===== config.mk =====
export PLATFORM = sky130hd
export DESIGN_NAME = micro_sequencer
export DESIGN_NICKNAME = d
export VERILOG_FILES = /design/src/rtl/useq_pkg.sv /design/src/rtl/useq_ctrl.sv /design/src/rtl/useq_path.sv /design/src/rtl/micro_sequencer.sv
export SDC_FILE = /design/constraint.sdc
export NUM_CORES = 1
export LEC_CHECK = 0
export ABC_AREA = 1
export CORE_MARGIN = 4
export CORE_UTILIZATION = 44
export DETAILED_ROUTE_END_ITERATION = 10
export PLACE_DENSITY = 0.92
export SYNTH_ARGS = -nofsm -noshare
export SYNTH_HDL_FRONTEND = slang
export SYNTH_SLANG_ARGS = --single-unit
export TNS_END_PERCENT = 5

===== constraint.sdc =====
create_clock -name clk -period 2.7 [get_ports clk]
set_clock_uncertainty 0.1 [all_clocks]
set_input_delay 0.405 -clock clk [delete_from_list [all_inputs] [get_ports clk]]
set_output_delay 0.405 -clock clk [all_outputs]
set_load 0.005 [all_outputs]

===== src/rtl/useq_pkg.sv =====
package useq_pkg;

  typedef enum logic [1:0] {
    BR_JMP  = 2'd0,
    BR_CALL = 2'd1,
    BR_RET  = 2'd2,
    BR_MAP  = 2'd3
  } brKind_e;

  typedef enum logic [1:0] {
    CS_ALWAYS = 2'd0,
    CS_IND    = 2'd1,
    CS_SIGN   = 2'd2,
    CS_ZERO   = 2'd3
  } condKind_e;

  // source codes follow the {S1,S0} select of the address multiplexer
  typedef enum logic [1:0] {
    SRC_INC = 2'd0,
    SRC_SBR = 2'd1,
    SRC_AD  = 2'd2,
    SRC_MAP = 2'd3
  } srcSel_e;

  typedef struct packed {
    srcSel_e src;
    logic    sbrLoad;
  } seqStrobe_t;

endpackage


===== src/rtl/useq_ctrl.sv =====
module useq_ctrl #(
  parameter int DATA_W = 16
) (
  input  logic [1:0]        condSel,
  input  logic [1:0]        brType,
  input  logic              dirFlag,
  input  logic [DATA_W-1:0] accWord,
  output useq_pkg::seqStrobe_t strobe
);
  import useq_pkg::*;

  logic testBit;
  logic i0, i1, s0, s1;

  always_comb begin
    unique case (condKind_e'(condSel))
      CS_ALWAYS: testBit = 1'b1;
      CS_IND:    testBit = dirFlag;
      CS_SIGN:   testBit = accWord[DATA_W-1];
      default:   testBit = (accWord == '0);
    endcase
  end

  // i0 is the upper branch-type bit, i1 the lower one
  always_comb begin
    i0 = brType[1];
    i1 = brType[0];
    s0 = i0;
    s1 = (i0 & i1) | (~i0 & testBit);
    strobe.src     = srcSel_e'({s1, s0});
    strobe.sbrLoad = ~i0 & i1 & testBit;
  end

endmodule


===== src/rtl/useq_path.sv =====
module useq_path #(
  parameter int ADDR_W     = 7,
  parameter int OPC_W      = 4,
  parameter int MAP_SHIFT  = 2,
  parameter int RESET_ADDR = 64
) (
  input  logic              clk,
  input  logic              rstN,
  input  useq_pkg::seqStrobe_t strobe,
  input  logic [ADDR_W-1:0] nextField,
  input  logic [OPC_W-1:0]  opcode,
  output logic [ADDR_W-1:0] carQ,
  output logic [ADDR_W-1:0] sbrQ
);
  import useq_pkg::*;

  localparam logic [ADDR_W-1:0] RST_CAR = ADDR_W'(RESET_ADDR);

  logic [ADDR_W-1:0] incAddr;
  logic [ADDR_W-1:0] mapAddr;
  logic [ADDR_W-1:0] carD;

  assign incAddr = carQ + 1'b1;
  assign mapAddr = ADDR_W'(opcode) << MAP_SHIFT;

  always_comb begin
    unique case (strobe.src)
      SRC_INC: carD = incAddr;
      SRC_SBR: carD = sbrQ;
      SRC_AD:  carD = nextField;
      default: carD = mapAddr;
    endcase
  end

  always_ff @(posedge clk or negedge rstN) begin
    if (!rstN) begin
      carQ <= RST_CAR;
      sbrQ <= '0;
    end else begin
      carQ <= carD;
      if (strobe.sbrLoad) sbrQ <= incAddr;
    end
  end

endmodule


===== src/rtl/micro_sequencer.sv =====
module micro_sequencer #(
  parameter int ADDR_W     = 7,
  parameter int OPC_W      = 4,
  parameter int DATA_W     = 16,
  parameter int MAP_SHIFT  = 2,
  parameter int RESET_ADDR = 64
) (
  input  logic              clk,
  input  logic              rstN,
  input  logic [1:0]        condSel,
  input  logic [1:0]        brType,
  input  logic [ADDR_W-1:0] nextField,
  input  logic              dirFlag,
  input  logic [OPC_W-1:0]  opcode,
  input  logic [DATA_W-1:0] accWord,
  output logic [ADDR_W-1:0] ctrlAddr
);
  import useq_pkg::*;

  seqStrobe_t        strobe;
  logic [ADDR_W-1:0] subrAddr;

  useq_ctrl #(.DATA_W(DATA_W)) uCtrl (
    .condSel (condSel),
    .brType  (brType),
    .dirFlag (dirFlag),
    .accWord (accWord),
    .strobe  (strobe)
  );

  useq_path #(
    .ADDR_W     (ADDR_W),
    .OPC_W      (OPC_W),
    .MAP_SHIFT  (MAP_SHIFT),
    .RESET_ADDR (RESET_ADDR)
  ) uPath (
    .clk       (clk),
    .rstN      (rstN),
    .strobe    (strobe),
    .nextField (nextField),
    .opcode    (opcode),
    .carQ      (ctrlAddr),
    .sbrQ      (subrAddr)
  );

endmodule


After elaboration in Yosys (flattened, before gate mapping)
Cells that the tools add are included.

Register bits: 14. Input bits: 34. Output and inout bits: 7. Logic and storage cells: 18.

Add/subtract/negate cells: 1. Eq/ne operators: 4. Mux-type cells: 2. Bitwise gates (word level): 6. Reductions and logical operators: 3.

Operators with widths (number): $pmux 7 s3 (1); $logic_not 16->1 (1); $add 7x1->7 const B (1); $and 1x1->1 (4); $eq 2x1->1 const B (2); $eq 2x2->1 const B (2); $logic_not 2->1 (2); $pmux 1 s3 (1); $not 1->1 (1); $or 1x1->1 (1).

Logic depth before layout (Yosys ltp)
Gate-level depths: netlist (run 1).

Depth in word-level cells: 6. Gate-level depth with buffers: 9.

Modules after synthesis
A second synthesis (run 1) with hierarchy kept.

Cells, all modules: 129. Area total of the unflattened synthesis: 898.4 µm².

Modules (own cells, without submodules): useq_path (instances 1, cells each 101, area an instance 760.7 µm², sequential area each 351.6 µm²); useq_ctrl (instances 1, cells each 28, area an instance 137.6 µm², sequential area each 0.0 µm²).

Worst setup path before layout (run 1)
No wires, ideal clock.

Path type: input to register. Start point: input accWord[1]. End point: register uPath.sbrQ[0]. Setup time: 0.122 ns. Data arrival time: 1.300 ns. Setup slack: 1.178 ns. Stages on the path: 8. Path buffers: 1. Cells stage by stage: or2_4 nor2_4 nand3_4 nand2_8 nand3_4 buf_6 nand2_2 o21ai_2.

Cells in the longest elaborated chain, start to end: 3.

RTL lines: from (decl) (RTL line micro_sequencer.sv:15) `input logic [DATA_W-1:0] accWord,`; $logic_not 16->1 (RTL line useq_ctrl.sv:20) `default: testBit = (accWord == '0);`; $pmux 1 s3 (RTL line useq_ctrl.sv:16) `unique case (condKind_e'(condSel))`; $and 1x1->1 (RTL line useq_ctrl.sv:31) `strobe.sbrLoad = ~i0 & i1 & testBit;`; to (signal assigned) (RTL line useq_path.sv:41) `if (strobe.sbrLoad) sbrQ <= incAddr;`; to (decl) (RTL line useq_path.sv:13) `output logic [ADDR_W-1:0] sbrQ`.

Every way passes these cells. A chain may end at the register's enable or synchronous reset.

Worst setup path in the final report (run 1)
Start point: register uPath.carQ[6]. End point: output ctrlAddr[6].

RTL lines: from (decl) (RTL line useq_path.sv:12) `output logic [ADDR_W-1:0] carQ,`; from (signal assigned) (RTL line useq_path.sv:40) `carQ <= carD;`; to (decl) (RTL line micro_sequencer.sv:16) `output logic [ADDR_W-1:0] ctrlAddr`.

No word-level cell between the ends.

==> metrics.txt, run 1 <==
Synth Area in XOR/XNOR=1.91%; Die H=53.6 µm; Synth area leaders=dfrtp_1 36%, nand2_1 12%, nand3_1 7.1%; worst path arrival time=1.33 ns; vias per cell=4.95; floorplan core area=1960 µm²; area leader, netlist=dfrtp_1; status=finished clean; setup bufs post-CTS=0; complex-gate fraction of the synthesized area=7.65%; fin crit period=1.83 ns; post-synthesis adder-cell area fraction=1.37%; worst slew pin tran=0.587 ns; share of cells above drive strength 1=14.4%; CTS root buffer=clkbuf_4; DIE AREA=2880 µm²; register area share after synthesis=38.4%; Power per Cell Area=483 nW/µm²; fin nets=196; critical path required time=2.19 ns; CP startpoint kind=flop; Remaining DRCs=0; largest family of logic cells by synthesized area=simple AND/OR/NAND/NOR gates; Post-DRT Antenna Nets=0; deepest clock path buffer count=2; Final setup viols=0; Leak=0.604 nW; mux share of post-synthesis cell area=0%; Mapped Cells=118; max cap viols=0; Critical Path Fanout Max=2; Post-CTS Resized=0; Routed WL=2.36 mm; top_reg_cell synth=dfrtp_1; Syn Area/Cell=7.76 µm²; fin crit share=67.9%; crit path kind=reg2out; R2R Path Start=uPath.carQ[0]; Yosys Warn Count=0; vias in the first global route=906; #FFs+latches synth=14; DP HPWL=1.98 mm; Initial Util=46.7%; EDFF count, synth=0; number of I/O pins=41; maximum vdd drop=0.000442 V; Num CTS Buffers=3; clock sink count=14; fin area=1370 µm²; Post-Syn Area=916 µm²; RSZ-0062 raised after global routing=false; DR iter-0 viols=42; Max Fclk=545 MHz; HP Class=in2async; Cell variety after synth=24; Reg area=352 µm²; area grow syn2layout=49.7%; DIE WIDTH=53.6 µm; Syn Nets=153; crit path cell chain=clkdlybuf4s50_1; diode count=0; DP Area=1340 µm²; FP Rows=16; htree depth=1; clock slew at reported path FFs=0.08 ns; initial antenna violation count=0; post-synthesis simple-gate area fraction=42.9%; Final Core Density=69.9%; Async SR Flop Fraction=100%; vias=926; crit path from=uPath.carQ[6]; share of the synthesized area in the top cell type=35.5%; total gr overflow=0; I/O Buffers=40; Crit. End Element=output port; first-pass GRT wire length=4.01 mm; CP top delay family=flip-flops; routed len/inst=12.6 µm; insertion delay to the later sink of the worst-skew pair=0.28 ns; Pre-Repair DR Iteration Count=4; setup TNS=0 ns; fillers=150; max-slew violation count=0; Worst path slowest cell=dfstp_2; Buf+Inv Stages, Crit Path=1; Multi-input gate area=493 µm²; final RePlAce weighted congestion=0.957; # hold bufs at CTS=0; CTS tree=done; pin count of the biggest net entering global routing=15; total track usage=19.1%; final number of hold-violating endpoints=0; slew margin rel.=60.7%; CP max stage delay=0.54 ns
==> through the flow <==
stage / power, mW / hold slack, ns / cells / setup slack (ns)
2_1_floorplan: 0.402 / 0.00941 / 118 / 1.18
3_5_place_dp: 0.517 / 0.372 / 183 / 0.648
3_3_place_gp: 0.508 / 0.366 / 183 / 0.720
6_report: 0.662 / 0.388 / 187 / 0.866
5_1_grt: 0.713 / 0.410 / 187 / 0.824
4_1_cts: 0.666 / 0.392 / 187 / 0.860
==> layout by cell type (no fill, tap or decap), drive strengths merged <==
cell type,netlist,final
clkdlybuf4s50,0,40
nand2,35,35
inv,15,15
nand3,15,15
nor2,14,14
dfrtp,13,13
nand4,9,9
o21ai,8,8
clkbuf,1,4
or2,1,1
nand3b,1,1
xor2,1,1
xnor2,1,1
o21bai,1,1
ha,1,1
dfstp,1,1
==> final cells by class <==
cell class | count | share of cell area [%]
Multi-Input combinational cell | 87 | 35.9
Tap cell | 27 | 2.46
Clock buffer | 4 | 2.65
Inverter | 15 | 4.11
Sequential cell | 14 | 25.6
Timing Repair Buffer | 40 | 29.2
==> cells in the mapped netlist (2+ instances only) <==
| library cell | number |
|---|---|
| dfrtp_1 | 13 |
| inv_1 | 13 |
| inv_2 | 2 |
| nand2_1 | 30 |
| nand2_2 | 4 |
| nand3_1 | 13 |
| nand3_4 | 2 |
| nand4_1 | 9 |
| nor2_1 | 12 |
| o21ai_2 | 6 |
==> routing by layer <==
| layer | wire length [µm] | global-route usage [%] | vias to the layer above | share of wire, % |
|---|---|---|---|---|
| li1 | - | - | 469 | - |
| met1 | 949 | 23.4 | 417 | 40 |
| met2 | 1270 | 34.9 | 38 | 54 |
| met3 | 134 | 4.71 | 2 | 5.7 |
| met4 | 10 | 1.28 | 0 | 0.42 |
| met5 | 0 | 0 | - | 0 |
==> report_power, final <==
part / switching (mW) / total (mW) / internal, mW
Clock: 0.0655 / 0.148 / 0.0821
Sequential: 0.0332 / 0.287 / 0.254
Combinational: 0.104 / 0.228 / 0.123
==> path summary, 6_finish.rpt <==
check	endpoint	slack [ns]	cells after the start
min in group clk	uPath.sbrQ[4]	0.39	2
hold / removal	uPath.carQ[1]	0.39	1
hold reg to reg	uPath.sbrQ[4]	0.39	2
setup / recovery	ctrlAddr[6]	0.87	1
setup reg to reg	uPath.sbrQ[6]	1.17	7
max in group asynchronous	uPath.carQ[0]	1.73	1
==> sequential cells by signal (all words and copies together), names as in the netlist <==
signal / count
uPath.sbrQ: 7
uPath.carQ: 7
==> logic make-up (layout without fill, tap and decap cells) <==
| kind of cell | count (synthesis) | after routing |
|---|---|---|
| AND/OR/NAND/NOR | 75 | 75 |
| buffers and inverters | 17 | 59 |
| flip-flops | 14 | 14 |
| AO/OA/AOI/OAI | 9 | 9 |
| XOR/XNOR | 2 | 2 |
| adder cells (fa/ha/maj) | 1 | 1 |
Power figures use the tool's default switching activity.
==> run 2, diff against run 1 <==
CORE_UTILIZATION = 37   (was 44)
PLACE_DENSITY = 0.83   (was 0.92)
clock period = 1.55 ns   (was 2.7 ns; I/O delays follow)
==> run 2 against run 1 <==
Sequential share of layout area decreased by 1.4 points. First-iteration DRC count down 24%. Utilization is 6.2 points lower. Register-to-register slack worse by 1.0 ns. Total power is 72% higher. Die area up 16%.
==> metrics.txt, run 2 (synthesis gave the netlist of run 1 again) <==
status=finished clean; Final setup viols=0; Die H=57.8 µm; commonest non-fill, non-tap cells in the layout=35 x clkdlybuf4s50_1, 30 x nand2_1, 13 x inv_1, 13 x nand3_1, 13 x dfrtp_1; worst flop-to-flop path endpoint=uPath.carQ[3]; critical path required time=1.22 ns; max-slew violation count=0; most common library cell in the layout ignoring fill and taps=clkdlybuf4s50_1; vias per cell=4.94; routed len/inst=13.6 µm; Max Fclk=666 MHz; DP HPWL=2.23 mm; Routed WL=2.68 mm; Crit. End Element=output port; clock sink count=14; HP Class=in2async; DR iter-0 viols=32; CP top delay family=buffers and inverters; CTS tree=done; vias in the first global route=1046; final number of hold-violating endpoints=0; pin count of the biggest net entering global routing=15; crit path cell chain=clkdlybuf4s50_1; setup TNS=0 ns; CTS root buffer=clkbuf_4; worst path arrival time=1.17 ns; R2R Path Start=uPath.carQ[0]; slew margin rel.=74.4%; vias=974; Largest regs=uPath.carQ: 7 flops, uPath.sbrQ: 7 flops; Pre-Repair DR Iteration Count=4; Multi-input gate area=515 µm²; r2r worst-path depth=5; post-layout total power=1.14 mW; DP Area=1400 µm²; Leak=0.689 nW; CP max stage delay=0.51 ns; final RePlAce weighted congestion=0.841; RSZ-0062 raised after global routing=false; fin crit period=1.50 ns; Finished Layout Cells=197; crit path kind=reg2out; number of I/O pins=41; Post-DRT Antenna Nets=0; Critical Path Fanout Max=4; Inst Count DP=192; share of cells above drive strength 1=20.1%; total gr overflow=0; DIE AREA=3340 µm²; deepest clock path buffer count=2; CP startpoint kind=flop; FP Rows=17; Buf+Inv Stages, Crit Path=1; pre-CTS setup slack=-0.245 ns; WHS=0.138 ns; Worst path slowest cell=clkdlybuf4s50_1; DIE WIDTH=57.8 µm; # hold bufs at CTS=0; htree depth=1; Power per Cell Area=785 nW/µm²; area grow syn2layout=58.3%; clock slew at reported path FFs=0.08 ns; maximum vdd drop=0.000750 V; flop2flop setup slack=0.17 ns; fin crit share=96.9%; final setup margin=0.0480 ns; total track usage=17.7%; diode count=0; Remaining DRCs=0; max cap viols=0; initial antenna violation count=0; floorplan core area=2280 µm²; fin nets=205; Reg area=352 µm²; I/O Buffers=40; Num CTS Buffers=3; Final Core Density=63.7%; first-pass GRT wire length=4.44 mm; fin area=1450 µm²; insertion delay to the later sink of the worst-skew pair=0.29 ns; Initial Util=40.2%; fillers=185; worst slew pin tran=0.382 ns
==> run 2: cell types whose count changed in the layout (fill, tap and decap cells not counted), sizes merged <==
cell | before | now
buf | 0 | 8
clkdlybuf4s50 | 40 | 35
dlygate4sd2 | 0 | 2
nand3 | 15 | 16
dlymetal6s2s | 0 | 3
==> run 2: worst max path at each step <==
stage                  start            end  slack, ns  cells past startpoint
3_5_place_dp      accWord[1]  uPath.sbrQ[5]      -0.24                      8
6_report       uPath.carQ[4]    ctrlAddr[4]       0.05                      1
4_1_cts        uPath.carQ[1]    ctrlAddr[1]       0.01                      1
2_1_floorplan     accWord[1]  uPath.sbrQ[0]       0.20                      8
5_1_grt        uPath.carQ[4]    ctrlAddr[4]      0.007                      1
3_3_place_gp      accWord[1]  uPath.sbrQ[4]      -0.20                      8
==> run 2: final cells by class <==
| cell class | instances | share of cell area [%] |
|---|---|---|
| multi-input cells | 88 | 35.5 |
| flip-flops and latches | 14 | 24.2 |
| repair buffers | 48 | 32.1 |
| clock buffers | 4 | 1.81 |
| inverters | 15 | 3.88 |
| well taps | 28 | 2.42 |
==> run 2: repair_timing <==
action / 4_1_cts / 5_1_grt
buffers inserted: 0 / 0
endpoints found under the setup margin: 2 / 13
cloned: 0 / 1
pin swaps: 0 / 1
resized for setup: 2 / 6
==> run 2: where the power goes <==
part | leakage, nW | internal [mW] | switching, mW
Combinational | 0.500 | 0.226 | 0.199
Clock | 0.0150 | 0.100 | 0.113
Sequential | 0.175 | 0.443 | 0.0565
Total | 0.689 | 0.770 | 0.368
==> run 2: per-layer routing <==
metal / up-vias / share of wire (%) / track usage, % / wire (µm)
met3: 7 / 5.9 / 4.90 / 158
met2: 36 / 56 / 31.5 / 1490
li1: 488 / - / - / -
met4: 0 / 2.4 / 11.6 / 64
met5: - / 0 / 0 / 0
met1: 443 / 36 / 18.1 / 963
==> run 3, diff against run 2 <==
CORE_MARGIN = 5   (was 4)
SETUP_SLACK_MARGIN = 0.3   (was default)
==> run 3 against run 2 <==
Global-route usage rose by 0.71 points. Final cell count rose by 4.1%. Highest routed layer unchanged. Total power rose by 5.0%. Non-clock buffer count rose by 6. Clock power barely moved.
==> metrics.txt, run 3 (synthesis gave the netlist of run 1 again) <==
CTS root buffer=clkbuf_4; crit path kind=reg2reg; clock sink count=14; vias in the first global route=1107; pre-CTS setup slack=-0.272 ns; final setup margin=0.0964 ns; Max Fclk=688 MHz; Critical Path Fanout Max=3; Crit. End Element=flop; Remaining DRCs=0; commonest non-fill, non-tap cells in the layout=30 x clkdlybuf4s50_1, 28 x nand2_1, 13 x inv_1, 13 x buf_4, 13 x dfrtp_1; floorplan core area=2430 µm²; total gr overflow=0; deepest clock path buffer count=2; fin crit share=93.8%; pin count of the biggest net entering global routing=15; critical path required time=1.60 ns; vias per cell=5.04; worst path arrival time=1.50 ns; I/O Buffers=40; DIE WIDTH=59.8 µm; most common library cell in the layout ignoring fill and taps=clkdlybuf4s50_1; status=finished clean; Reg area=352 µm²; max-slew violation count=0; Routed WL=3.08 mm; CTS tree=done; Leak=0.739 nW; Post-DRT Antenna Nets=0; fin crit period=1.45 ns; number of I/O pins=41; Largest regs=uPath.carQ: 7 flops, uPath.sbrQ: 7 flops; routed len/inst=15.0 µm; DR iter-0 viols=70; Multi-input gate area=551 µm²; fin nets=211; Num CTS Buffers=3; diode count=0; slew margin rel.=82.7%; FP Rows=18; total track usage=18.4%; vias=1034; first-pass GRT wire length=4.85 mm; Initial Util=37.7%; area grow syn2layout=67.5%; share of cells above drive strength 1=26.3%; maximum vdd drop=0.000600 V; final RePlAce weighted congestion=0.951; HP Class=in2async; initial antenna violation count=0; post-layout total power=1.19 mW; final number of hold-violating endpoints=0; Final setup viols=0; Die H=59.8 µm; # hold bufs at CTS=0; DP HPWL=2.31 mm; clock slew at reported path FFs=0.08 ns; worst slew pin tran=0.259 ns; DIE AREA=3570 µm²; htree depth=1; Pre-Repair DR Iteration Count=4; CP startpoint kind=flop; Power per Cell Area=779 nW/µm²; RSZ-0062 raised after global routing=true; max cap viols=0; fillers=208; insertion delay to the later sink of the worst-skew pair=0.28 ns
[run 3: where the power goes]
part | total [mW] | leakage, nW | switching (mW) | internal, mW
sequential | 0.489 | 0.175 | 0.0462 | 0.442
combinational | 0.492 | 0.549 | 0.238 | 0.255
clock | 0.214 | 0.0150 | 0.114 | 0.100
total | 1.19 | 0.739 | 0.398 | 0.797
[run 3: metal layers]
layer / vias up / global-route usage (%) / part of all wire (%)
li1: 498 / - / -
met1: 507 / 18.2 / 36
met2: 20 / 35.0 / 59
met3: 9 / 4.97 / 3.6
met4: 0 / 8.54 / 2.1
met5: - / 0 / 0
[run 3: worst paths after layout]
path | depth (start not counted) | from | slack [ns] | end
worst min-delay path | 2 | rstN | 0.15 | uPath.sbrQ[6]
worst max-delay path | 8 | uPath.carQ[1] | 0.1 | uPath.carQ[4]
worst min register to register | 2 | uPath.sbrQ[1] | 0.39 | uPath.sbrQ[1]
max in group asynchronous | 2 | rstN | 0.96 | uPath.carQ[6]
min in group clk | 2 | uPath.sbrQ[1] | 0.39 | uPath.sbrQ[1]
worst max register to register | 8 | uPath.carQ[1] | 0.1 | uPath.carQ[4]
[run 3: final cells by class]
cell class / count / share of cell area [%]
Inverter: 15 / 3.67
Sequential cell: 14 / 22.9
Multi-Input combinational cell: 88 / 35.9
Timing Repair Buffer: 54 / 33.4
Clock buffer: 4 / 1.71
Tap cell: 30 / 2.45
[run 3: what timing repair did]
action	4_1_cts	5_1_grt
gates cloned	1	0
setup endpoints to repair	21	21
pin swaps	2	10
buffers inserted	7	0
gates resized for setup	8	15
[run 3: per-stage QoR]
step / area (µm²) / hold slack [ns] / utilization, % / std cells / TNS, ns
2_1_floorplan: 920 / -0.163 / - / 118 / 0
3_3_place_gp: 1390 / 0.370 / 57.2 / 193 / -2.31
3_5_place_dp: 1390 / 0.375 / 57.2 / 193 / -2.99
4_1_cts: 1480 / 0.142 / 60.9 / 205 / 0
5_1_grt: 1530 / 0.153 / 63.1 / 205 / 0
6_report: 1530 / 0.146 / 63.1 / 205 / 0
[run 3: critical path: stages (launching register included)]
cell	delay [ns]
dfrtp_1	0.38
buf_4	0.14
ha_1	0.20
nand2_2	0.09
inv_2	0.06
nand3b_1	0.10
nand2_2	0.07
nand4_1	0.09
nand4_1	0.10
